--- src/rtl/smp_rx_pkg.sv ---
package smp_rx_pkg;
    localparam logic [7:0] OFS_CTRL = 8'h00;
    localparam logic [7:0] OFS_MODE = 8'h04;
    localparam logic [7:0] OFS_CFG  = 8'h08;
    localparam logic [7:0] OFS_RXD  = 8'h0C;
    localparam logic [7:0] OFS_IEN  = 8'h14;
    localparam logic [7:0] OFS_IDIS = 8'h18;
    localparam logic [7:0] OFS_IMSK = 8'h1C;
    localparam logic [7:0] OFS_STAT = 8'h20;
    localparam logic [7:0] OFS_VER  = 8'h50;

    localparam int NUM_FLAGS = 6;
    localparam int NUM_LIVE  = 4;

    typedef struct packed {
        logic [31:0] mode;
        logic [31:0] cfg;
        logic [31:0] last;
    } ctl_regs_t;
endpackage

--- src/rtl/smp_rx_queue.sv ---
module smp_rx_queue #(
    parameter int DEPTH = 16,
    parameter int W     = 32,
    localparam int AW   = $clog2(DEPTH),
    localparam int CW   = $clog2(DEPTH + 1)
) (
    input  logic          clk,
    input  logic          rst_n,
    input  logic          clr,
    input  logic          push,
    input  logic          pop,
    input  logic [W-1:0]  din,
    output logic [W-1:0]  dout,
    output logic [CW-1:0] count,
    output logic          empty,
    output logic          full,
    output logic          ovr_evt,
    output logic          udr_evt
);
    typedef struct packed {
        logic [AW-1:0] rd;
        logic [AW-1:0] wr;
        logic [CW-1:0] cnt;
    } q_state_t;

    q_state_t s_d, s_q;
    logic [W-1:0] mem [DEPTH];
    logic do_push, do_pop;

    function automatic logic [AW-1:0] nxt(input logic [AW-1:0] p);
        return (p == AW'(DEPTH - 1)) ? '0 : p + 1'b1;
    endfunction

    assign empty   = (s_q.cnt == '0);
    assign full    = (s_q.cnt == CW'(DEPTH));
    assign count   = s_q.cnt;
    assign dout    = mem[s_q.rd];
    assign ovr_evt = push && full && !pop;
    assign udr_evt = pop && empty;

    always_comb begin
        s_d     = s_q;
        do_pop  = pop && !empty;
        do_push = push && (!full || pop);
        if (clr) begin
            s_d = '0;
        end else begin
            if (do_push) s_d.wr = nxt(s_q.wr);
            if (do_pop)  s_d.rd = nxt(s_q.rd);
            if (do_push && !do_pop)      s_d.cnt = s_q.cnt + 1'b1;
            else if (!do_push && do_pop) s_d.cnt = s_q.cnt - 1'b1;
        end
    end

    always_ff @(posedge clk or negedge rst_n) begin
        if (!rst_n) s_q <= '0;
        else        s_q <= s_d;
    end

    always_ff @(posedge clk) begin
        if (do_push && !clr) mem[s_q.wr] <= din;
    end

    AST_NO_OVERFLOW: assert property (@(posedge clk) disable iff (!rst_n)
        s_q.cnt <= CW'(DEPTH));
    AST_FULL_HOLDS: assert property (@(posedge clk) disable iff (!rst_n)
        (full && push && !pop && !clr) |=> full);
    AST_EMPTY_STAYS: assert property (@(posedge clk) disable iff (!rst_n)
        (empty && pop && !push && !clr) |=> empty);
endmodule

--- src/rtl/smp_rx_flags.sv ---
module smp_rx_flags
    import smp_rx_pkg::*;
(
    input  logic                 clk,
    input  logic                 rst_n,
    input  logic                 clr,
    input  logic                 ien_wr,
    input  logic                 idis_wr,
    input  logic [NUM_FLAGS-1:0] wmask,
    input  logic                 stat_rd,
    input  logic                 ovr_evt,
    input  logic                 udr_evt,
    input  logic [NUM_LIVE-1:0]  live,
    output logic [NUM_FLAGS-1:0] mask,
    output logic [NUM_FLAGS-1:0] status,
    output logic                 irq
);
    typedef struct packed {
        logic [NUM_FLAGS-1:0] mask;
        logic                 ovr;
        logic                 udr;
    } f_state_t;

    f_state_t f_d, f_q;

    always_comb begin
        f_d = f_q;
        if (clr) begin
            f_d = '0;
        end else begin
            if (ien_wr)  f_d.mask = f_d.mask | wmask;
            if (idis_wr) f_d.mask = f_d.mask & ~wmask;
            f_d.ovr = (f_q.ovr && !stat_rd) || ovr_evt;
            f_d.udr = (f_q.udr && !stat_rd) || udr_evt;
        end
    end

    always_ff @(posedge clk or negedge rst_n) begin
        if (!rst_n) f_q <= '0;
        else        f_q <= f_d;
    end

    assign mask   = f_q.mask;
    assign status = {f_q.ovr, f_q.udr, live};
    assign irq    = |(status & f_q.mask);

    AST_OVR_HAS_CAUSE: assert property (@(posedge clk) disable iff (!rst_n)
        $rose(status[5]) |-> $past(ovr_evt));
    AST_READ_CLEARS: assert property (@(posedge clk) disable iff (!rst_n)
        (stat_rd && !ovr_evt && !udr_evt) |=> (status[5:4] == 2'b00));
    AST_IEN_SETS: assert property (@(posedge clk) disable iff (!rst_n)
        (ien_wr && !idis_wr && !clr) |=> ((mask & $past(wmask)) == $past(wmask)));
endmodule

--- src/rtl/smp_rx_port.sv ---
module smp_rx_port
    import smp_rx_pkg::*;
#(
    parameter int          DEPTH   = 16,
    parameter int          ADDR_W  = 8,
    parameter int          CH_W    = 2,
    parameter int          SMP_W   = 24,
    parameter logic [11:0] VERSION = 12'h1A3
) (
    input  logic              clk,
    input  logic              rst_n,
    input  logic              psel,
    input  logic              penable,
    input  logic              pwrite,
    input  logic [ADDR_W-1:0] paddr,
    input  logic [31:0]       pwdata,
    output logic [31:0]       prdata,
    input  logic              smp_valid,
    input  logic [CH_W-1:0]   smp_chan,
    input  logic [SMP_W-1:0]  smp_data,
    output logic [31:0]       mode_word,
    output logic [31:0]       cfg_word,
    output logic              dma_req,
    output logic              irq
);
    localparam int TAG_W = 32 - SMP_W;
    localparam int CW    = $clog2(DEPTH + 1);

    ctl_regs_t r_d, r_q;

    logic wr_acc, rd_acc, soft_clr, rx_rd, stat_rd;
    logic [31:0] q_head;
    logic [CW-1:0] q_count;
    logic q_empty, q_full, q_ovr, q_udr;
    logic [3:0] chunk_thr;
    logic chunk_hit;
    logic [NUM_FLAGS-1:0] msk, st;

    assign wr_acc   = psel && penable && pwrite;
    assign rd_acc   = psel && penable && !pwrite;
    assign soft_clr = wr_acc && (paddr == ADDR_W'(OFS_CTRL)) && pwdata[0];
    assign rx_rd    = rd_acc && (paddr == ADDR_W'(OFS_RXD));
    assign stat_rd  = rd_acc && (paddr == ADDR_W'(OFS_STAT));

    smp_rx_queue #(.DEPTH(DEPTH), .W(32)) u_queue (
        .clk     (clk),
        .rst_n   (rst_n),
        .clr     (soft_clr),
        .push    (smp_valid),
        .pop     (rx_rd),
        .din     ({TAG_W'(smp_chan), smp_data}),
        .dout    (q_head),
        .count   (q_count),
        .empty   (q_empty),
        .full    (q_full),
        .ovr_evt (q_ovr),
        .udr_evt (q_udr)
    );

    assign chunk_thr = (r_q.mode[31:28] == 4'd0) ? 4'd1 : r_q.mode[31:28];
    assign chunk_hit = 32'(q_count) >= 32'(chunk_thr);

    smp_rx_flags u_flags (
        .clk     (clk),
        .rst_n   (rst_n),
        .clr     (soft_clr),
        .ien_wr  (wr_acc && (paddr == ADDR_W'(OFS_IEN))),
        .idis_wr (wr_acc && (paddr == ADDR_W'(OFS_IDIS))),
        .wmask   (pwdata[NUM_FLAGS-1:0]),
        .stat_rd (stat_rd),
        .ovr_evt (q_ovr),
        .udr_evt (q_udr),
        .live    ({chunk_hit, q_full, q_empty, !q_empty}),
        .mask    (msk),
        .status  (st),
        .irq     (irq)
    );

    always_comb begin
        r_d = r_q;
        if (soft_clr) begin
            r_d = '0;
        end else begin
            if (wr_acc && (paddr == ADDR_W'(OFS_MODE))) r_d.mode = pwdata;
            if (wr_acc && (paddr == ADDR_W'(OFS_CFG)))  r_d.cfg  = pwdata;
            if (rx_rd && !q_empty)                      r_d.last = q_head;
        end
    end

    always_ff @(posedge clk or negedge rst_n) begin
        if (!rst_n) r_q <= '0;
        else        r_q <= r_d;
    end

    always_comb begin
        case (paddr)
            ADDR_W'(OFS_MODE): prdata = r_q.mode;
            ADDR_W'(OFS_CFG):  prdata = r_q.cfg;
            ADDR_W'(OFS_RXD):  prdata = q_empty ? r_q.last : q_head;
            ADDR_W'(OFS_IMSK): prdata = {{(32-NUM_FLAGS){1'b0}}, msk};
            ADDR_W'(OFS_STAT): prdata = {{(32-NUM_FLAGS){1'b0}}, st};
            ADDR_W'(OFS_VER):  prdata = {20'd0, VERSION};
            default:           prdata = 32'd0;
        endcase
    end

    assign mode_word = r_q.mode;
    assign cfg_word  = r_q.cfg;
    assign dma_req   = chunk_hit;

    AST_UNDERRUN_FLAG: assert property (@(posedge clk) disable iff (!rst_n)
        (rx_rd && q_empty) |=> st[4]);
    AST_SOFT_RESET: assert property (@(posedge clk) disable iff (!rst_n)
        soft_clr |=> (q_empty && (mode_word == 32'd0) && !irq));
    AST_UNDERRUN_HOLD: assert property (@(posedge clk) disable iff (!rst_n)
        (rx_rd && q_empty && !smp_valid) |=> $stable(r_q.last));
endmodule

--- config.mk ---
export PLATFORM = sky130hd
export DESIGN_NAME = smp_rx_port
export DESIGN_NICKNAME = d
export VERILOG_FILES = /design/src/rtl/smp_rx_pkg.sv /design/src/rtl/smp_rx_queue.sv /design/src/rtl/smp_rx_flags.sv /design/src/rtl/smp_rx_port.sv
export SDC_FILE = /design/constraint.sdc
export NUM_CORES = 1
export LEC_CHECK = 0
export ABC_AREA = 1
export BUFFER_PORTS_ARGS = -buffer_cell sky130_fd_sc_hd__buf_2
export CORE_MARGIN = 2
export CORE_UTILIZATION = 35
export CTS_CLUSTER_SIZE = 40
export DETAILED_ROUTE_END_ITERATION = 16
export GPL_TIMING_DRIVEN = 0
export SLEW_MARGIN = 30
export SYNTH_ARGS = -nofsm -noshare
export SYNTH_HDL_FRONTEND = slang
export SYNTH_SLANG_ARGS = --single-unit
--- constraint.sdc ---
create_clock -name clk -period 5.7 [get_ports clk]
set_input_delay 0.855 -clock clk [delete_from_list [all_inputs] [get_ports clk]]
set_output_delay 0.855 -clock clk [all_outputs]
set_load 0.05 [all_outputs]
# [Yosys cells after proc, flatten, opt, wreduce, memory -nomap -nowiden]
# Memory sizes are Yosys's and may differ from the RTL's.
# Index checks and enable logic that the tools add are counted.
[classes] n_reduce_logical=41 n_mux=20 add_sub_neg=4 n_eq_ne=11 bitwise=4 magnitude_cmp=1
[op_table] operator="$pmux W32 S6" n=1
[op_table] operator="$mux W32" n=4
[op_table] operator="$mux W96" n=1
[op_table] operator="$eq A8 B5 Y1 const B" n=3
[op_table] operator="$logic_and A1 B1 Y1" n=21
[op_table] operator="$mux W4" n=5
[op_table] operator="$mux W6" n=3
[op_table] operator="$eq A8 B4 Y1 const B" n=2
[op_table] operator="$mux W13" n=1
[op_table] operator="$and A6 B6 Y6" n=2
[op_table] operator="$mux W5" n=2
[op_table] operator="$add A4 B1 Y4 const B" n=2
[op_table] operator="$eq A4 B4 Y1 const B" n=2
[op_table] operator="$eq A8 B3 Y1 const B" n=1
[op_table] operator="$eq A8 B6 Y1 const B" n=1
[op_table] operator="$eq A8 B7 Y1 const B" n=1
[op_table] operator="$logic_not A1 Y1" n=8
[op_table] operator="$logic_not A8 Y1" n=1
[op_table] operator="$mux W8" n=1
[op_table] operator="$reduce_bool A2 Y1" n=4
[op_table] operator="$not A6 Y6" n=1
[op_table] operator="$or A6 B6 Y6" n=1
[op_table] operator="$reduce_or A6 Y1" n=1
[op_table] operator="$add A5 B1 Y5 const B" n=1
[op_table] operator="other kinds (8)" n=11
[word_totals] mem_bits_rw=416 register_bits=117 n_memories=1 output_inout_bits=98 wordCells=91 inputBits=72
[mem_list] memory="u_queue.mem" depth=16 width=26 read_ports=1 rd_clocked_by_memory_dff=0 wr=1 line_no="smp_rx_queue.sv:27" text="logic [W-1:0] mem [DEPTH];"

# [Longest topological paths before layout]
[depth] depth_word=10 ltp_mapped=18 depth_no_buf=18

# [Hierarchy]
# From an unflattened synthesis, not the netlist that was laid out.
[hier_totals] hier_cells=2528 area_unflattened_um2=27381.3
[by_module_without_submodules] module="smp_rx_queue" area_each_um2=21032.7 seq_area_each_um2=15700.1 cells_per_inst=1625 n_inst=1
[by_module_without_submodules] module="smp_rx_port" area_each_um2=5950.7 seq_area_each_um2=2402.3 cells_per_inst=849 n_inst=1
[by_module_without_submodules] module="smp_rx_flags" area_each_um2=397.9 seq_area_each_um2=200.2 cells_per_inst=54 n_inst=1

# [Least setup slack after synthesis]
# OpenSTA, ideal clock, no wires.
[synth_path] kind="input-to-reg" startpoint="input port paddr[5]" endpoint="memory u_queue.mem[12][0] (netlist bit), enable pin" path_buffers=0 arrival_ns=3.513 setup_ns=0.442 path_slack_ns=1.745 required_ns=5.258 path_stages=9 path_cell_list="nor2_1 nand2_2 inv_1 nand3_1 nand2_1 nand2_1 nor2_4 inv_1 nor3_1"
[synth_via] elab_chain_len=7 elab_cells_between_ends=11 cone_classes="eq/ne: 1; mux: 2; reduce/logical: 8"
[synth_lines] element="start, declared" line_no="smp_rx_port.sv:15" text="input logic [ADDR_W-1:0] paddr,"
[synth_lines] element="$eq A8 B4 Y1 / $logic_not A8 Y1 (equally long branches)" line_no="smp_rx_port.sv:42, smp_rx_port.sv:41"
[synth_lines] element="$logic_and A1 B1 Y1 (on tied branches)" line_no="smp_rx_port.sv:42, smp_rx_port.sv:41"
[synth_lines] element="$logic_or A1 B1 Y1 / $logic_and A1 B1 Y1 (equally long branches)" line_no="smp_rx_queue.sv:44, smp_rx_port.sv:41"
[synth_lines] element="$logic_and A1 B1 Y1 / $logic_not A1 Y1 (equally long branches)" line_no="smp_rx_queue.sv:44, smp_rx_queue.sv:61"
[synth_lines] element="$logic_and A1 B1 Y1 *" line_no="smp_rx_queue.sv:61" text="if (do_push && !clr) mem[s_q.wr] <= din;"
[synth_lines] element="$mux W1 *" line_no="smp_rx_queue.sv:61"
[synth_lines] element="$mux W1 (not written as such) *" line_no="smp_rx_queue.sv:61"
[synth_lines] element="end, declared" line_no="smp_rx_queue.sv:27"
# Mark *: on every way between the ends. The rest lies on a longest branch, timed or not.

# [Final worst setup path]
[layout_path] startpoint="register u_queue.s_q[10] (netlist bit)" endpoint="output port prdata[25]"
[layout_via] elab_chain_len=3
[layout_lines] element="start, declared" line_no="smp_rx_queue.sv:26" text="q_state_t s_d, s_q;"
[layout_lines] element="start signal, assigned" line_no="smp_rx_queue.sv:56" text="if (!rst_n) s_q <= '0;"
[layout_lines] element="start signal, assigned" line_no="smp_rx_queue.sv:57" text="else s_q <= s_d;"
[layout_lines] element="$mem_v2 Z16 W26"
[layout_lines] element="$mux W32" line_no="smp_rx_port.sv:99" text="ADDR_W'(OFS_RXD): prdata = q_empty ? r_q.last : q_head;"
[layout_lines] element="$pmux W32 S6" line_no="smp_rx_port.sv:96" text="case (paddr)"
[layout_lines] element="end, declared" line_no="smp_rx_port.sv:17" text="output logic [31:0] prdata,"
# Every way passes these cells.

==> run_results.csv <==
group,metric,value,unit
synthesis,async_flop_share,21.1,%
power,p_leak,11.1,nW
detailed_routing,drc,0,
synthesis,synth_area_per_cell,10.6,um2
placement,place_congestion,0.922,
worst_setup_path,end_kind,"primary output",
synthesis,yosysUniqueCellTypes,40,
synthesis,yosys_most_used_dff,"edfxtp_1",
worst_setup_path,crit_required,4.85,ns
worst_setup_path,cp.arrival,3.39,ns
clocking,cts-hold-fix-buffers,0,
worst_setup_path,critPathSlowestCell,"dfrtp_1",
synthesis,synth_edf_count,416,
synthesis,ys_ff_latch,527,
floorplan,io-pin-count,170,
grt,grt_max_degree,58,
worst_setup_path,endpoint,"prdata[25]",
detailed_routing,drt-initial-drc-count,1682,
worst_setup_path,critical-path-max-stage-delay,0.49,ns
clocking,clock-sinks,527,
clocking,cts-root-buf,"clkbuf_16",
grt,antenna_found_initial,1,
timing,max_freq,236,MHz
floorplan,rows,94,
clocking,clk_latency,0.61,ns
flow_run,cap_violations,0,
grt,grt_pass1_wl,99300,um
floorplan,dieArea,68000,um2
worst_setup_path,startpoint,"u_queue.s_q[10]",
detailed_routing,drt-pass1-iter-count,5,
min_path,worstHoldPathType,"in2async",
finish,fillers,6203,
synthesis,syn_nets,2272,
detailed_routing,wirelength,66200,um
finish,fin_nets,2524,
clocking,cts_max_level,2,
floorplan,floorplan.die.height,261,um
finish,multi_input_area,6180,um2
floorplan,dieWidth,261,um
floorplan,coreArea,65500,um2
outcome,outcome,"finished, final reports clean",
clocking,cts_tree,"built",
grt,grt-ovfl-total,0,
timing,rsz0062_at_grt,"no",
worst_setup_path,reg2reg_to,"u_queue.count[4]",
timing,skew,0.0139,ns
power,power_density,343,nW/um2
clocking,cts_made_buffers,56,
placement,dp_hpwl,49200,um
worst_setup_path,cp_max_fo,10,
timing,period_needed,4.24,ns
synthesis,syn_inst,2187,
clocking,cts_resized,0,
synthesis,yosys.area.top_type,"edfxtp_1",
finish,drive_gt1_share,17.9,%
timing,slew_headroom,33.1,%
power,ir_drop,228,uV
finish,n_antenna_cell,0,
timing,worst_slew_pin_slew,1.00,ns
timing,drv_slew,0,
grt,grt_use_total,19.4,%
finish,seqCellArea,15300,um2
clocking,cts.clk_slew.worst_paths,0.06,ns
detailed_routing,routed_via_density,4.99,
worst_setup_path,reg2reg_depth,16,
detailed_routing,postRouteAntennaNets,0,
synthesis,yosysTopAreaCellShare,54.1,%
worst_setup_path,rrSetupSlack,2.87,ns
placement,post_dp_cell_area,25600,um2
clocking,cts_setup_buffers,0,
worst_setup_path,r2r_start,"u_queue.count[1]",
synthesis,seq_area_frac_synth,66.1,%
placement,port_buffers,169,
timing,fin_hold_ws,0.177,ns
finish,area.growth.synth_to_final,18.6,%
timing,setup_viol_count_final,0,
finish,stdcell_area,27400,um2
synthesis,synth_area,23100,um2
floorplan,start_util,35.2,%
synthesis,synthTopCellsByArea,"edfxtp_1, dfrtp_1, nor2_1",
synthesis,yosysWarnings,0,
worst_setup_path,critPathLaunchType,"register",
clocking,max-clock-path-buffers,3,
worst_setup_path,path_cells,"buf_4 -> buf_4 -> clkbuf_1 -> o21ai_0 -> o211ai_1 -> nand3_1 -> nand3_1 -> nand2_1 -> nand2_1 -> buf_2",
detailed_routing,wire_per_inst,19.8,um
grt,first_global_vias,16398,
worst_setup_path,worstSetupPathType,"reg2out",
timing,min_period_over_period,74.4,%
timing,hold_violations,0,
detailed_routing,dr_total_vias,16693,
## cell usage after synthesis (5+ instances only)
master,n
edfxtp_1,416
nor2_1,405
nand2_1,322
o21ai_0,188
inv_1,152
dfrtp_1,111
nand3_1,94
o22ai_1,88
buf_4,71
o21ai_1,67
clkbuf_1,46
a21oi_1,43
o211ai_1,42
buf_2,28
inv_2,24
buf_1,17
buf_6,13
ha_1,12
nor3_1,7
nand4_1,6
a211oi_1,5
## cells in the final DEF (no fill, tap or decap), types with 2 or more instances in the layout
master / instances
buf_4: 81
inv_2: 24
a21oi_1: 43
nor3_2: 3
nor3_1: 4
buf_6: 14
bufinv_16: 6
dfrtp_1: 111
inv_1: 152
clkinv_2: 11
clkinvlp_4: 3
edfxtp_1: 416
nand3_2: 2
nand2_2: 3
nor2_4: 16
buf_16: 14
clkbuf_16: 56
o22ai_1: 88
nor2_1: 392
buf_8: 2
nand2_1: 322
o21ai_0: 188
nor2_2: 4
o211ai_1: 42
ha_1: 12
buf_2: 196
clkinv_1: 14
clkbuf_1: 57
nand3_1: 94
nand4_1: 6
buf_1: 17
a211oi_1: 5
xnor2_1: 2
o21ai_1: 67
## worst max-delay path, delay by kind of cell (launching register included)
kind,cells,cell delay (ns)
compound gates,2,0.53
buf+inv,4,1.19
flops,1,0.49
simple gates,4,0.56
## state kept, by name (all words and copies together) (netlist names)
register	count
u_queue.mem	416
cfg_word	32
r_q	26
u_queue.s_q	8
u_queue.count	5
u_flags.mask	6
u_flags.status	2
mode_word	32
## report_power, final
group	total [mW]	internal, mW	leakage, nW	switching (mW)
sequential	4.60	4.50	4.85	0.105
combinational	1.23	0.370	5.37	0.863
clock	3.56	2.07	0.864	1.50
## cell type report
| type | count | area share [%] |
|---|---|---|
| well taps | 864 | 3.95 |
| plain buffers | 177 | 3.93 |
| flip-flops and latches | 527 | 55.8 |
| clock inverters | 34 | 1.22 |
| repair buffers | 194 | 4.85 |
| inverters | 179 | 2.45 |
| multi-input cells | 1304 | 22.6 |
| clock buffers | 67 | 5.27 |
## stage by stage
stage          utilization (%)  setup WS [ns]  power [mW]  setup TNS [ns]  instances
6_report                  41.8           1.46        9.40               0       3346
5_1_grt                   41.8           1.41        9.76               0       3346
2_1_floorplan                -           1.75        5.38               0       2187
3_5_place_dp              39.1           1.81        5.92               0       3245
3_3_place_gp              38.2         -0.306        5.76          -15.37       3220
4_1_cts                   41.8           1.51        9.48               0       3346
## worst min-delay path by stage
stage	from	slack, ns	to	cells after the start
floorplan	r_q[0]	0.49	r_q[0]	2
global placement	r_q[6]	0.50	r_q[6]	2
detailed placement	r_q[20]	0.51	r_q[20]	2
CTS	rst_n	0.17	cfg_word[28]	1
global route	rst_n	0.20	cfg_word[27]	1
finish	rst_n	0.18	cfg_word[28]	1
## metal layers
layer / global-route usage [%] / up-vias / part of all wire [%]
li1: - / 7924 / -
met2: 32.5 / 627 / 47
met4: 8.08 / 2 / 4.0
met3: 3.25 / 142 / 7.0
met1: 24.9 / 7998 / 42
met5: 0 / - / 0.020
## cell families after synthesis
kind of cell,synth area share [%]
flip-flops,66.1
XOR/XNOR,0.114
AND/OR/NAND/NOR,14.8
buffers and inverters,7.57
AO/OA/AOI/OAI,10.6
adder cells (fa/ha/maj),0.737
Power figures use the tool's default switching activity.
